`src/rtl/rx_reasm_pkg.sv`:
```
package rx_reasm_pkg;
  localparam int unsigned HDR_LEN_LSB  = 16;
  localparam int unsigned HDR_LEN_W    = 9;
  localparam int unsigned HDR_LAST_BIT = 31;

  typedef enum logic [3:0] {
    ST_IDLE,
    ST_RDY,
    ST_HDR_WAIT,
    ST_HDR_RD,
    ST_BODY_WAIT,
    ST_WORD_RD,
    ST_WORD_UNP,
    ST_CHECK,
    ST_TAIL_RD,
    ST_TAIL_UNP,
    ST_FRAG_END,
    ST_DONE
  } rx_state_e;
endpackage

```
`src/rtl/rx_hdr_decode.sv`:
```
module rx_hdr_decode
  import rx_reasm_pkg::*;
#(
  parameter int unsigned SLOT_W = 32,
  parameter int unsigned CNT_W  = 8,
  localparam int unsigned BPS   = SLOT_W / 8,
  localparam int unsigned OFF_W = $clog2(BPS)
) (
  input  logic [SLOT_W-1:0]    hdr_i,
  output logic [HDR_LEN_W-1:0] len_o,
  output logic                 last_o,
  output logic [CNT_W-1:0]     slots_o,
  output logic [HDR_LEN_W-1:0] whole_o,
  output logic [OFF_W-1:0]     rem_o
);
  logic [HDR_LEN_W:0] len_up;
  logic               unused_hdr;

  assign len_o   = hdr_i[HDR_LEN_LSB +: HDR_LEN_W];
  assign last_o  = hdr_i[HDR_LAST_BIT];
  assign len_up  = {1'b0, len_o} + (HDR_LEN_W+1)'(BPS - 1);
  assign slots_o = CNT_W'(len_up >> OFF_W);
  assign whole_o = len_o >> OFF_W;
  assign rem_o   = len_o[OFF_W-1:0];

  // routing and reserved fields are not used on receive
  assign unused_hdr = ^{hdr_i[HDR_LEN_LSB-1:0],
                        hdr_i[HDR_LAST_BIT-1:HDR_LEN_LSB+HDR_LEN_W]};
endmodule

```
`src/rtl/rx_wait_timer.sv`:
```
module rx_wait_timer #(
  parameter int unsigned LIMIT = 1000,
  localparam int unsigned CW   = $clog2(LIMIT + 1)
) (
  input  logic clk_i,
  input  logic rst_ni,
  input  logic clr_i,
  input  logic en_i,
  output logic expired_o
);
  logic [CW-1:0] cnt_q;

  assign expired_o = en_i && (cnt_q == CW'(LIMIT - 1));

  always_ff @(posedge clk_i or negedge rst_ni) begin
    if (!rst_ni)                 cnt_q <= '0;
    else if (clr_i || expired_o) cnt_q <= '0;
    else if (en_i)               cnt_q <= cnt_q + 1'b1;
  end
endmodule

```
`src/rtl/rx_unpacker.sv`:
```
module rx_unpacker #(
  parameter int unsigned SLOT_W = 32,
  localparam int unsigned BPS   = SLOT_W / 8,
  localparam int unsigned NB_W  = $clog2(BPS) + 1
) (
  input  logic              clk_i,
  input  logic              rst_ni,
  input  logic              load_i,
  input  logic [SLOT_W-1:0] word_i,
  input  logic [NB_W-1:0]   nbytes_i,
  output logic [7:0]        byte_o,
  output logic              valid_o,
  output logic              last_o
);
  logic [SLOT_W-1:0] word_q;
  logic [NB_W-1:0]   cnt_q;

  assign byte_o  = word_q[7:0];
  assign valid_o = (cnt_q != '0);
  assign last_o  = (cnt_q == NB_W'(1));

  always_ff @(posedge clk_i or negedge rst_ni) begin
    if (!rst_ni) begin
      word_q <= '0;
      cnt_q  <= '0;
    end else if (load_i) begin
      word_q <= word_i;
      cnt_q  <= nbytes_i;
    end else if (valid_o) begin
      word_q <= word_q >> 8;
      cnt_q  <= cnt_q - 1'b1;
    end
  end
endmodule

```
`src/rtl/rx_reasm_seq.sv`:
```
module rx_reasm_seq
  import rx_reasm_pkg::*;
#(
  parameter int unsigned SLOT_W    = 32,
  parameter int unsigned CNT_W     = 8,
  parameter int unsigned BUF_W     = 16,
  parameter int unsigned READY_TMO = 1000,
  parameter int unsigned SLOT_TMO  = 1000,
  parameter int unsigned ATTEMPTS  = 5,
  localparam int unsigned BPS      = SLOT_W / 8,
  localparam int unsigned OFF_W    = $clog2(BPS),
  localparam int unsigned NB_W     = OFF_W + 1,
  localparam int unsigned ATT_W    = $clog2(ATTEMPTS + 1)
) (
  input  logic              clk_i,
  input  logic              rst_ni,
  input  logic              start_i,
  input  logic [BUF_W-1:0]  buf_len_i,
  input  logic              peer_ready_i,
  input  logic [CNT_W-1:0]  filled_i,
  input  logic [SLOT_W-1:0] slot_data_i,
  output logic              slot_rd_o,
  output logic [7:0]        byte_o,
  output logic              byte_valid_o,
  output logic              ping_o,
  output logic              warn_o,
  output logic              busy_o,
  output logic              done_o,
  output logic              ok_o,
  output logic [BUF_W-1:0]  total_o
);
  rx_state_e state_q, state_d;
  logic [BUF_W-1:0]     left_q, left_d, total_q, total_d;
  logic [ATT_W-1:0]     att_q, att_d;
  logic [CNT_W-1:0]     slots_q, slots_d;
  logic [HDR_LEN_W-1:0] whole_q, whole_d;
  logic [OFF_W-1:0]     rem_q, rem_d;
  logic                 last_q, last_d, ok_q, ok_d;

  logic [HDR_LEN_W-1:0] hd_len, hd_whole;
  logic [CNT_W-1:0]     hd_slots;
  logic [OFF_W-1:0]     hd_rem;
  logic                 hd_last;

  logic rdy_exp, slot_exp, slot_wait, tmr_clr;
  logic unp_load, unp_last;
  logic [NB_W-1:0] unp_nbytes;

  rx_hdr_decode #(.SLOT_W(SLOT_W), .CNT_W(CNT_W)) u_hdr (
    .hdr_i  (slot_data_i),
    .len_o  (hd_len),
    .last_o (hd_last),
    .slots_o(hd_slots),
    .whole_o(hd_whole),
    .rem_o  (hd_rem)
  );

  assign tmr_clr   = (state_d != state_q);
  assign slot_wait = (state_q == ST_HDR_WAIT) || (state_q == ST_BODY_WAIT);

  rx_wait_timer #(.LIMIT(READY_TMO)) u_rdy_tmr (
    .clk_i    (clk_i),
    .rst_ni   (rst_ni),
    .clr_i    (tmr_clr),
    .en_i     (state_q == ST_RDY),
    .expired_o(rdy_exp)
  );

  rx_wait_timer #(.LIMIT(SLOT_TMO)) u_slot_tmr (
    .clk_i    (clk_i),
    .rst_ni   (rst_ni),
    .clr_i    (tmr_clr),
    .en_i     (slot_wait),
    .expired_o(slot_exp)
  );

  rx_unpacker #(.SLOT_W(SLOT_W)) u_unp (
    .clk_i   (clk_i),
    .rst_ni  (rst_ni),
    .load_i  (unp_load),
    .word_i  (slot_data_i),
    .nbytes_i(unp_nbytes),
    .byte_o  (byte_o),
    .valid_o (byte_valid_o),
    .last_o  (unp_last)
  );

  always_comb begin
    state_d    = state_q;
    left_d     = left_q;
    total_d    = total_q;
    att_d      = att_q;
    slots_d    = slots_q;
    whole_d    = whole_q;
    rem_d      = rem_q;
    last_d     = last_q;
    ok_d       = ok_q;
    slot_rd_o  = 1'b0;
    unp_load   = 1'b0;
    unp_nbytes = NB_W'(BPS);
    ping_o     = 1'b0;
    warn_o     = 1'b0;

    unique case (state_q)
      ST_IDLE: if (start_i) begin
        left_d  = buf_len_i;
        total_d = '0;
        att_d   = '0;
        if (buf_len_i == '0) begin
          ok_d    = 1'b0;
          state_d = ST_DONE;
        end else begin
          state_d = ST_RDY;
        end
      end
      ST_RDY: begin
        if (peer_ready_i) state_d = ST_HDR_WAIT;
        else if (rdy_exp) begin
          if (att_q == ATT_W'(ATTEMPTS - 1)) begin
            ok_d    = 1'b0;
            state_d = ST_DONE;
          end else begin
            att_d = att_q + 1'b1;
          end
        end
      end
      ST_HDR_WAIT: begin
        if (filled_i != '0) state_d = ST_HDR_RD;
        else if (slot_exp) begin
          ok_d    = 1'b0;
          state_d = ST_DONE;
        end
      end
      ST_HDR_RD: begin
        slot_rd_o = 1'b1;
        slots_d   = hd_slots;
        whole_d   = hd_whole;
        rem_d     = hd_rem;
        last_d    = hd_last;
        if (hd_len == '0) begin
          warn_o  = 1'b1;
          ok_d    = 1'b0;
          state_d = ST_DONE;
        end else if (BUF_W'(hd_len) > left_q) begin
          ok_d    = 1'b0;
          state_d = ST_DONE;
        end else begin
          left_d  = left_q - BUF_W'(hd_len);
          total_d = total_q + BUF_W'(hd_len);
          state_d = ST_BODY_WAIT;
        end
      end
      ST_BODY_WAIT: begin
        if (filled_i >= slots_q)
          state_d = (whole_q != '0) ? ST_WORD_RD : ST_CHECK;
        else if (slot_exp) begin
          ok_d    = 1'b0;
          state_d = ST_DONE;
        end
      end
      ST_WORD_RD: begin
        slot_rd_o = 1'b1;
        unp_load  = 1'b1;
        whole_d   = whole_q - 1'b1;
        state_d   = ST_WORD_UNP;
      end
      ST_WORD_UNP: if (unp_last)
        state_d = (whole_q != '0) ? ST_WORD_RD : ST_CHECK;
      ST_CHECK: begin
        if (!peer_ready_i) begin
          ok_d    = 1'b0;
          state_d = ST_DONE;
        end else begin
          state_d = (rem_q != '0) ? ST_TAIL_RD : ST_FRAG_END;
        end
      end
      ST_TAIL_RD: begin
        slot_rd_o  = 1'b1;
        unp_load   = 1'b1;
        unp_nbytes = NB_W'(rem_q);
        state_d    = ST_TAIL_UNP;
      end
      ST_TAIL_UNP: if (unp_last) state_d = ST_FRAG_END;
      ST_FRAG_END: begin
        if (last_q) begin
          ok_d    = 1'b1;
          state_d = ST_DONE;
        end else begin
          ping_o = (filled_i == '0);
          if (left_q == '0) begin
            ok_d    = 1'b0;
            state_d = ST_DONE;
          end else begin
            state_d = ST_HDR_WAIT;
          end
        end
      end
      ST_DONE: state_d = ST_IDLE;
      default: state_d = ST_IDLE;
    endcase
  end

  always_ff @(posedge clk_i or negedge rst_ni) begin
    if (!rst_ni) begin
      state_q <= ST_IDLE;
      left_q  <= '0;
      total_q <= '0;
      att_q   <= '0;
      slots_q <= '0;
      whole_q <= '0;
      rem_q   <= '0;
      last_q  <= 1'b0;
      ok_q    <= 1'b0;
    end else begin
      state_q <= state_d;
      left_q  <= left_d;
      total_q <= total_d;
      att_q   <= att_d;
      slots_q <= slots_d;
      whole_q <= whole_d;
      rem_q   <= rem_d;
      last_q  <= last_d;
      ok_q    <= ok_d;
    end
  end

  assign busy_o  = (state_q != ST_IDLE);
  assign done_o  = (state_q == ST_DONE);
  assign ok_o    = ok_q;
  assign total_o = total_q;
endmodule

```
`config.mk`:
```
export PLATFORM = sky130hd
export DESIGN_NAME = rx_reasm_seq
export DESIGN_NICKNAME = d
export VERILOG_FILES = /design/src/rtl/rx_reasm_pkg.sv /design/src/rtl/rx_hdr_decode.sv /design/src/rtl/rx_wait_timer.sv /design/src/rtl/rx_unpacker.sv /design/src/rtl/rx_reasm_seq.sv
export SDC_FILE = /design/constraint.sdc
export NUM_CORES = 1
export LEC_CHECK = 0
export BUFFER_PORTS_ARGS = -buffer_cell sky130_fd_sc_hd__buf_2
export CELL_PAD_IN_SITES_DETAIL_PLACEMENT = 1
export CELL_PAD_IN_SITES_GLOBAL_PLACEMENT = 2
export CORE_MARGIN = 1
export CORE_UTILIZATION = 31
export CTS_CLUSTER_SIZE = 14
export DETAILED_ROUTE_END_ITERATION = 8
export HOLD_SLACK_MARGIN = 0.12
export PLACE_DENSITY_LB_ADDON = 0.1
export SLEW_MARGIN = 20
export SYNTH_ARGS = -nofsm -noshare
export SYNTH_HDL_FRONTEND = slang
export SYNTH_HIERARCHICAL = 1
export SYNTH_SLANG_ARGS = --single-unit
export TNS_END_PERCENT = 30
```
`constraint.sdc`:
```
create_clock -name clk_i -period 3.8 [get_ports clk_i]
set_input_delay 0.57 -clock clk_i [delete_from_list [all_inputs] [get_ports clk_i]]
set_output_delay 0.57 -clock clk_i [all_outputs]
set_load 0.02 [all_outputs]
```
* Word-level counts from Yosys, hierarchy flattened
Cells that the tools add are included.
** Cells by class
- Add/sub/neg operators :: 8
- Order comparisons :: 2
- Eq/ne operators :: 29
- Multiplexer cells :: 61
- Reductions and logical operators :: 27
** Operator list (number)
- 2-to-1 mux 16 bit :: 6
- 2-to-1 mux 32 bit :: 2
- one-hot mux 16 bit (2 select lines) :: 2
- 2-to-1 mux 4 bit :: 14
- one-hot mux 4 bit (11 select lines) :: 1
- 2-to-1 mux 10 bit :: 4
- zero test 16 bit :: 2
- != test 2 bit (second input constant) :: 11
- 2-to-1 mux 3 bit :: 7
- adder 10 x 1 -> 10 bit (second input constant) :: 2
- == test 10 bit (second input constant) :: 2
- 2-to-1 mux 1 bit :: 19
- one-hot mux 9 bit (2 select lines) :: 1
- adder 16 x 9 -> 16 bit :: 1
- == test 4 x 3 -> 1 bit (second input constant) :: 4
- == test 4 bit (second input constant) :: 4
- > comparator 9 x 16 -> 1 bit :: 1
- subtractor 16 x 9 -> 16 bit :: 1
- nonzero test 2 bit :: 7
- AND reduction 11 bit :: 1
- adder 9 x 2 -> 10 bit (second input constant) :: 1
- zero test 9 bit :: 1
- nonzero test 9 bit :: 1
- subtractor 9 x 1 -> 9 bit (second input constant) :: 1
- 24 further kinds :: 31
** Word-level totals
- Bits in registers :: 115
- Output and inout port bits :: 31
- Word-level logic and storage cells :: 140

* Longest topological paths before layout
- Word-level depth :: 9
- Mapped depth :: 18

* By module
The synthesis kept the hierarchy.
** Modules (own cells, without submodules)
- rx_reasm_seq :: instances 1, cells each 517, area an instance 4341.7 µm², seq. area each 1501.4 µm²
- rx_unpacker :: instances 1, cells each 176, area an instance 1908.1 µm², seq. area each 875.8 µm²
- rx_wait_timer at u_slot_tmr :: instances 1, cells each 53, area an instance 538.0 µm², seq. area each 250.2 µm²
- rx_wait_timer at u_rdy_tmr :: instances 1, cells each 52, area an instance 516.7 µm², seq. area each 250.2 µm²
- rx_hdr_decode :: instances 1, cells each 38, area an instance 269.0 µm², seq. area each 0.0 µm²

* Worst setup path before layout
Ideal clock, no wire load.
- Path kind :: register to register
- Start :: register state_q[1]
- End :: register u_slot_tmr.cnt_q[5]
- Data arrival time :: 3.020 ns
- Required time :: 3.722 ns
- Setup slack :: 0.702 ns
- Stages on the path, launching flop included :: 19
- Period minus slack after synthesis :: 3.098 ns
- Cells stage by stage :: dfrtp_1 buf_6 clkbuf_1 nor2_1 nand2_1 inv_1 buf_2 nand4_1 nor3_1 nor2b_1 a41oi_1 o32ai_1 a211oi_1 or3b_2 xnor2_1 nand3_1 inv_1 o31ai_4 a21oi_1
** Between the ends
- Elaborated cells on any way between the ends :: 28
** RTL lines
- start, declared :: RTL line rx_reasm_seq.sv:32 : rx_state_e state_q, state_d;
- start signal, assigned :: RTL line rx_reasm_seq.sv:215 : state_q <= state_d;
- == test 4 x 1 -> 1 bit (*) :: RTL line rx_reasm_seq.sv:65 : .en_i (state_q == ST_RDY),
- logical AND 1 bit (*) :: RTL line rx_wait_timer.sv:13 : assign expired_o = en_i && (cnt_q == CW'(LIMIT - 1));
- net rdy_exp :: RTL line rx_reasm_seq.sv:45 : logic rdy_exp, slot_exp, slot_wait, tmr_clr;
- 2-to-1 mux 4 bit (*) :: RTL line rx_reasm_seq.sv:118 : else if (rdy_exp) begin
- 2-to-1 mux 4 bit (*) :: RTL line rx_reasm_seq.sv:117 : if (peer_ready_i) state_d = ST_HDR_WAIT;
- one-hot mux 4 bit (11 select lines) (*) :: RTL line rx_reasm_seq.sv:104 : unique case (state_q)
- net state_d[3] :: RTL line rx_reasm_seq.sv:32
- != test 4 bit (*) :: RTL line rx_reasm_seq.sv:58 : assign tmr_clr = (state_d != state_q);
- net tmr_clr :: RTL line rx_reasm_seq.sv:45
- logical OR 1 bit (*) :: RTL line rx_wait_timer.sv:17 : else if (clr_i || expired_o) cnt_q <= '0;
- 2-to-1 mux 10 bit / nonzero test 2 bit (equally long branches)
- end signal, assigned :: RTL line rx_wait_timer.sv:18 : else if (en_i) cnt_q <= cnt_q + 1'b1;
- end, declared :: RTL line rx_wait_timer.sv:11 : logic [CW-1:0] cnt_q;
The timed path passes the listed nets; every way through them passes the cells marked *.
A chain may end at the register's enable or synchronous reset.

* Worst setup path after layout
- Start :: register state_q[1]
- End :: register u_slot_tmr.cnt_q[8]
** Between the ends
- Word-level cells in the longest chain between the ends :: 9
- Elaborated cells on any way between the ends :: 28
** Ends and longest elaborated chain
- == test 4 x 2 -> 1 bit / == test 4 x 3 -> 1 bit (equally long branches) :: RTL line rx_reasm_seq.sv:59 : assign slot_wait = (state_q == ST_HDR_WAIT) || (state_q == ST_BODY_WAIT);
- logical OR 1 bit (*) :: RTL line rx_reasm_seq.sv:59
- net slot_wait :: RTL line rx_reasm_seq.sv:45
- logical AND 1 bit (*) :: RTL line rx_wait_timer.sv:13
- net slot_exp :: RTL line rx_reasm_seq.sv:45
- 2-to-1 mux 4 bit (*) :: RTL line rx_reasm_seq.sv:129, rx_reasm_seq.sv:156
- 2-to-1 mux 4 bit, on equally long branches :: RTL line rx_reasm_seq.sv:154, rx_reasm_seq.sv:128
- one-hot mux 4 bit (11 select lines) (*) :: RTL line rx_reasm_seq.sv:104
- net state_d[3] :: RTL line rx_reasm_seq.sv:32
- != test 4 bit (*) :: RTL line rx_reasm_seq.sv:58
- net tmr_clr :: RTL line rx_reasm_seq.sv:45
- logical OR 1 bit (*) :: RTL line rx_wait_timer.sv:17
- 2-to-1 mux 10 bit / nonzero test 2 bit (equally long branches)
Marked as above.

==> results.cfg <==
[cts]
clk_latency_ps = 420
path_clk_slew_ps = 60
htreeDepth = 4
cts_tree = done
root_buffer = clkbuf_16
cts_max_path_buffers = 2
postCtsHoldBufs = 0
cts_buffers = 17
cts_sinks = 115
cts_resized = 0
post_cts_buffers = 0

[layout]
fillCellCount = 2853
regArea_um2 = 2880
diodes = 0
final_common_cell = dfrtp_1
multi_input_area_um2 = 4120
mostFrequentLayoutCells = dfrtp_1, nand2_1, buf_2
drive_above_1_share_pct = 19.7
final_util_pct = 37.1
area_delta_synth_final_pct = 16.1
nets = 1004
fin_area_um2 = 8800
fin_cells = 1240

[drt]
dr.pass1.iters = 7
post_drt_wl_per_cell_um = 19.2
postRouteWirelength_um = 23900
highest_layer = met4
drt_iter0_drc = 300
postRouteAntennaNets = 0
wl_met2_um = 11100
drc = 0
wl_met1_um = 11700
vias = 6612
post_drt_via_cell_ratio = 5.33
met3WireLength_um = 750

[power_and_ir_drop]
vdd_drop_max_uv = 263
p_leak_nw = 3.85
powerDensity_nw_per_um2 = 759
power_mw = 6.68

[timing]
slew-limit-headroom_pct = 40.1
timing.final.crit_share_pct = 87.7
tns_ps = 0
clock_skew_ps = 15.3
worstMarginPinSlew_ps = 875
rsz0062_at_grt = false
setup_viol = 0
drv_slew = 0
layout_min_cycle_time_ps = 3330
max_clock_freq_ghz = 0.300
hold_violations = 0

[yosys]
synthDistinctLibCells = 85
synth_top_family_by_area = simple AND/OR/NAND/NOR gates
synth_area_leader_cell = dfrtp_1
yosysTopAreaCellShare_pct = 38.0
synth.area.mux_share_pct = 0.545
synth_edf_count = 0
synth_xor_area_share_pct = 3.35
ys_top_cells_by_area = dfrtp_1, ha_1, nand2_1
ys_warn_count = 6
synth_seq_area_share_pct = 38.0
synth_compound_area_share_pct = 19.8
synthAdderAreaFrac_pct = 6.15
yosys_most_used_dff = dfrtp_1
postSynthCellCount = 836
async_reset_ff_share_pct = 100
synthSimpleGateAreaFrac_pct = 24.3
syn_avg_cell_area_um2 = 9.06
synth_seq_cells = 115
synthesis.area_um2 = 7570

[die]
die_h_um = 158
pin_count = 91
initial_core_util_pct = 32.0
row_count = 56
core_area_um2 = 23700
die-area_um2 = 25100
die_x_um = 158

[worst_setup_path]
r2r-start = state_q[1]
cp-startpoint = state_q[1]
r2r_cells = 13
slowest_stage = dfrtp_1
crit_chain = xnor2_1 > nor3_1 > nand4_1 > nor3_1 > nand2_1 > a311oi_1 > a211oi_1 > or3b_2 > xnor2_1 > nand3_1 > inv_1 > o31ai_4 > a21oi_1
required_ps = 4130
worst_r2r_endpoint = u_slot_tmr/cnt_q[8]
crit_path_end_kind = flop
arrival_ps = 3660
r2r_setup_slack_ps = 470
critical_path.max_fanout = 10
path_class = reg2reg
max_stage_delay_ps = 510
cp-start-kind = flop

[global_routing]
antenna_found_initial = 0
grt_start_max_net_pins = 71
grt.overflow.total = 0
grt_pass1_wl_um = 38400
grt_pass1_vias = 7038
grtUsageTotal_pct = 20.0

[placed_design]
place_inst = 1208
routabilityCongestion = 0.812
post_dp_cell_area_um2 = 8260
hpwlAfterDp_um = 17700
numPortBuffers = 90

[hold_path]
holdCritPathClass = in2async

[run]
maxCapViolCount = 0

[run_status]
outcome = finished clean
==> metrics by stage <==
step                hold WS [ps]  setup WS [ps]
detailed placement           506            228
CTS                          199            485
floorplan                    274            702
global route                 218            190
finish                       180            469
global placement             491            456
==> cells by family after synthesis <==
logic type	Yosys count
AOI/OAI and AO/OA	210
xor gates and xnor gates	29
adders and majority gates	36
buffers and inverters	111
DFF	115
muxes	4
other	1
and+or+nand+nor	330
==> flip-flops by register name (all words and copies together), names as in the netlist <==
register and count:
u_unp/word_q 32, ok_o 1, state_q 4, u_unp/cnt_q 3, slots_q 8, left_q 16, rem_q 2, last_q 1
att_q 3, whole_q 9, u_rdy_tmr/cnt_q 10, u_slot_tmr/cnt_q 10, total_o 16
==> final cells by class <==
class	instances	area share [%]
Timing Repair Buffer	120	7.99
Inverter	43	1.89
Multi-Input combinational cell	611	46.8
Clock buffer	20	5.08
Tap cell	319	4.54
Clock inverter	12	0.967
Sequential cell	115	32.7
==> worst max-delay path, delay by kind of cell (launching register included) <==
kind                   cells  cell delay, ps
AO/OA/AOI/OAI              4             890
AND/OR/NAND/NOR            6            1400
buffers and inverters      1             140
flip-flops                 1             510
XOR/XNOR                   2             320
==> power by group <==
part,switching [mW],internal [mW],leakage [nW]
Clock,0.608,0.849,0.252
Sequential,0.325,1.61,1.49
Combinational,1.99,1.30,2.11
==> worst max-delay path by stage <==
stage	endpoint	slack (ps)
2_1_floorplan	u_slot_tmr/cnt_q[5]	700
3_3_place_gp	u_slot_tmr/cnt_q[8]	460
3_5_place_dp	u_slot_tmr/cnt_q[8]	230
4_1_cts	u_slot_tmr/cnt_q[8]	490
5_1_grt	u_slot_tmr/cnt_q[1]	190
6_report	u_slot_tmr/cnt_q[8]	470
==> cell usage after synthesis, drive strengths merged, types with 20 or more instances <==
cell and number:
nor2b 25, o21ai 50, dfrtp 115, buf 44, clkbuf 24, inv 43
nand2 91, nor2 61, ha 34, nand2b 20, a21oi 47
==> per-layer routing <==
metal | up-vias | track usage (%)
met5 | - | 0
met4 | 0 | 6.00
met3 | 19 | 3.29
met2 | 105 | 32.5
met1 | 3311 | 27.3
li1 | 3177 | -
No activity file was read; power rests on OpenSTA's default activity.
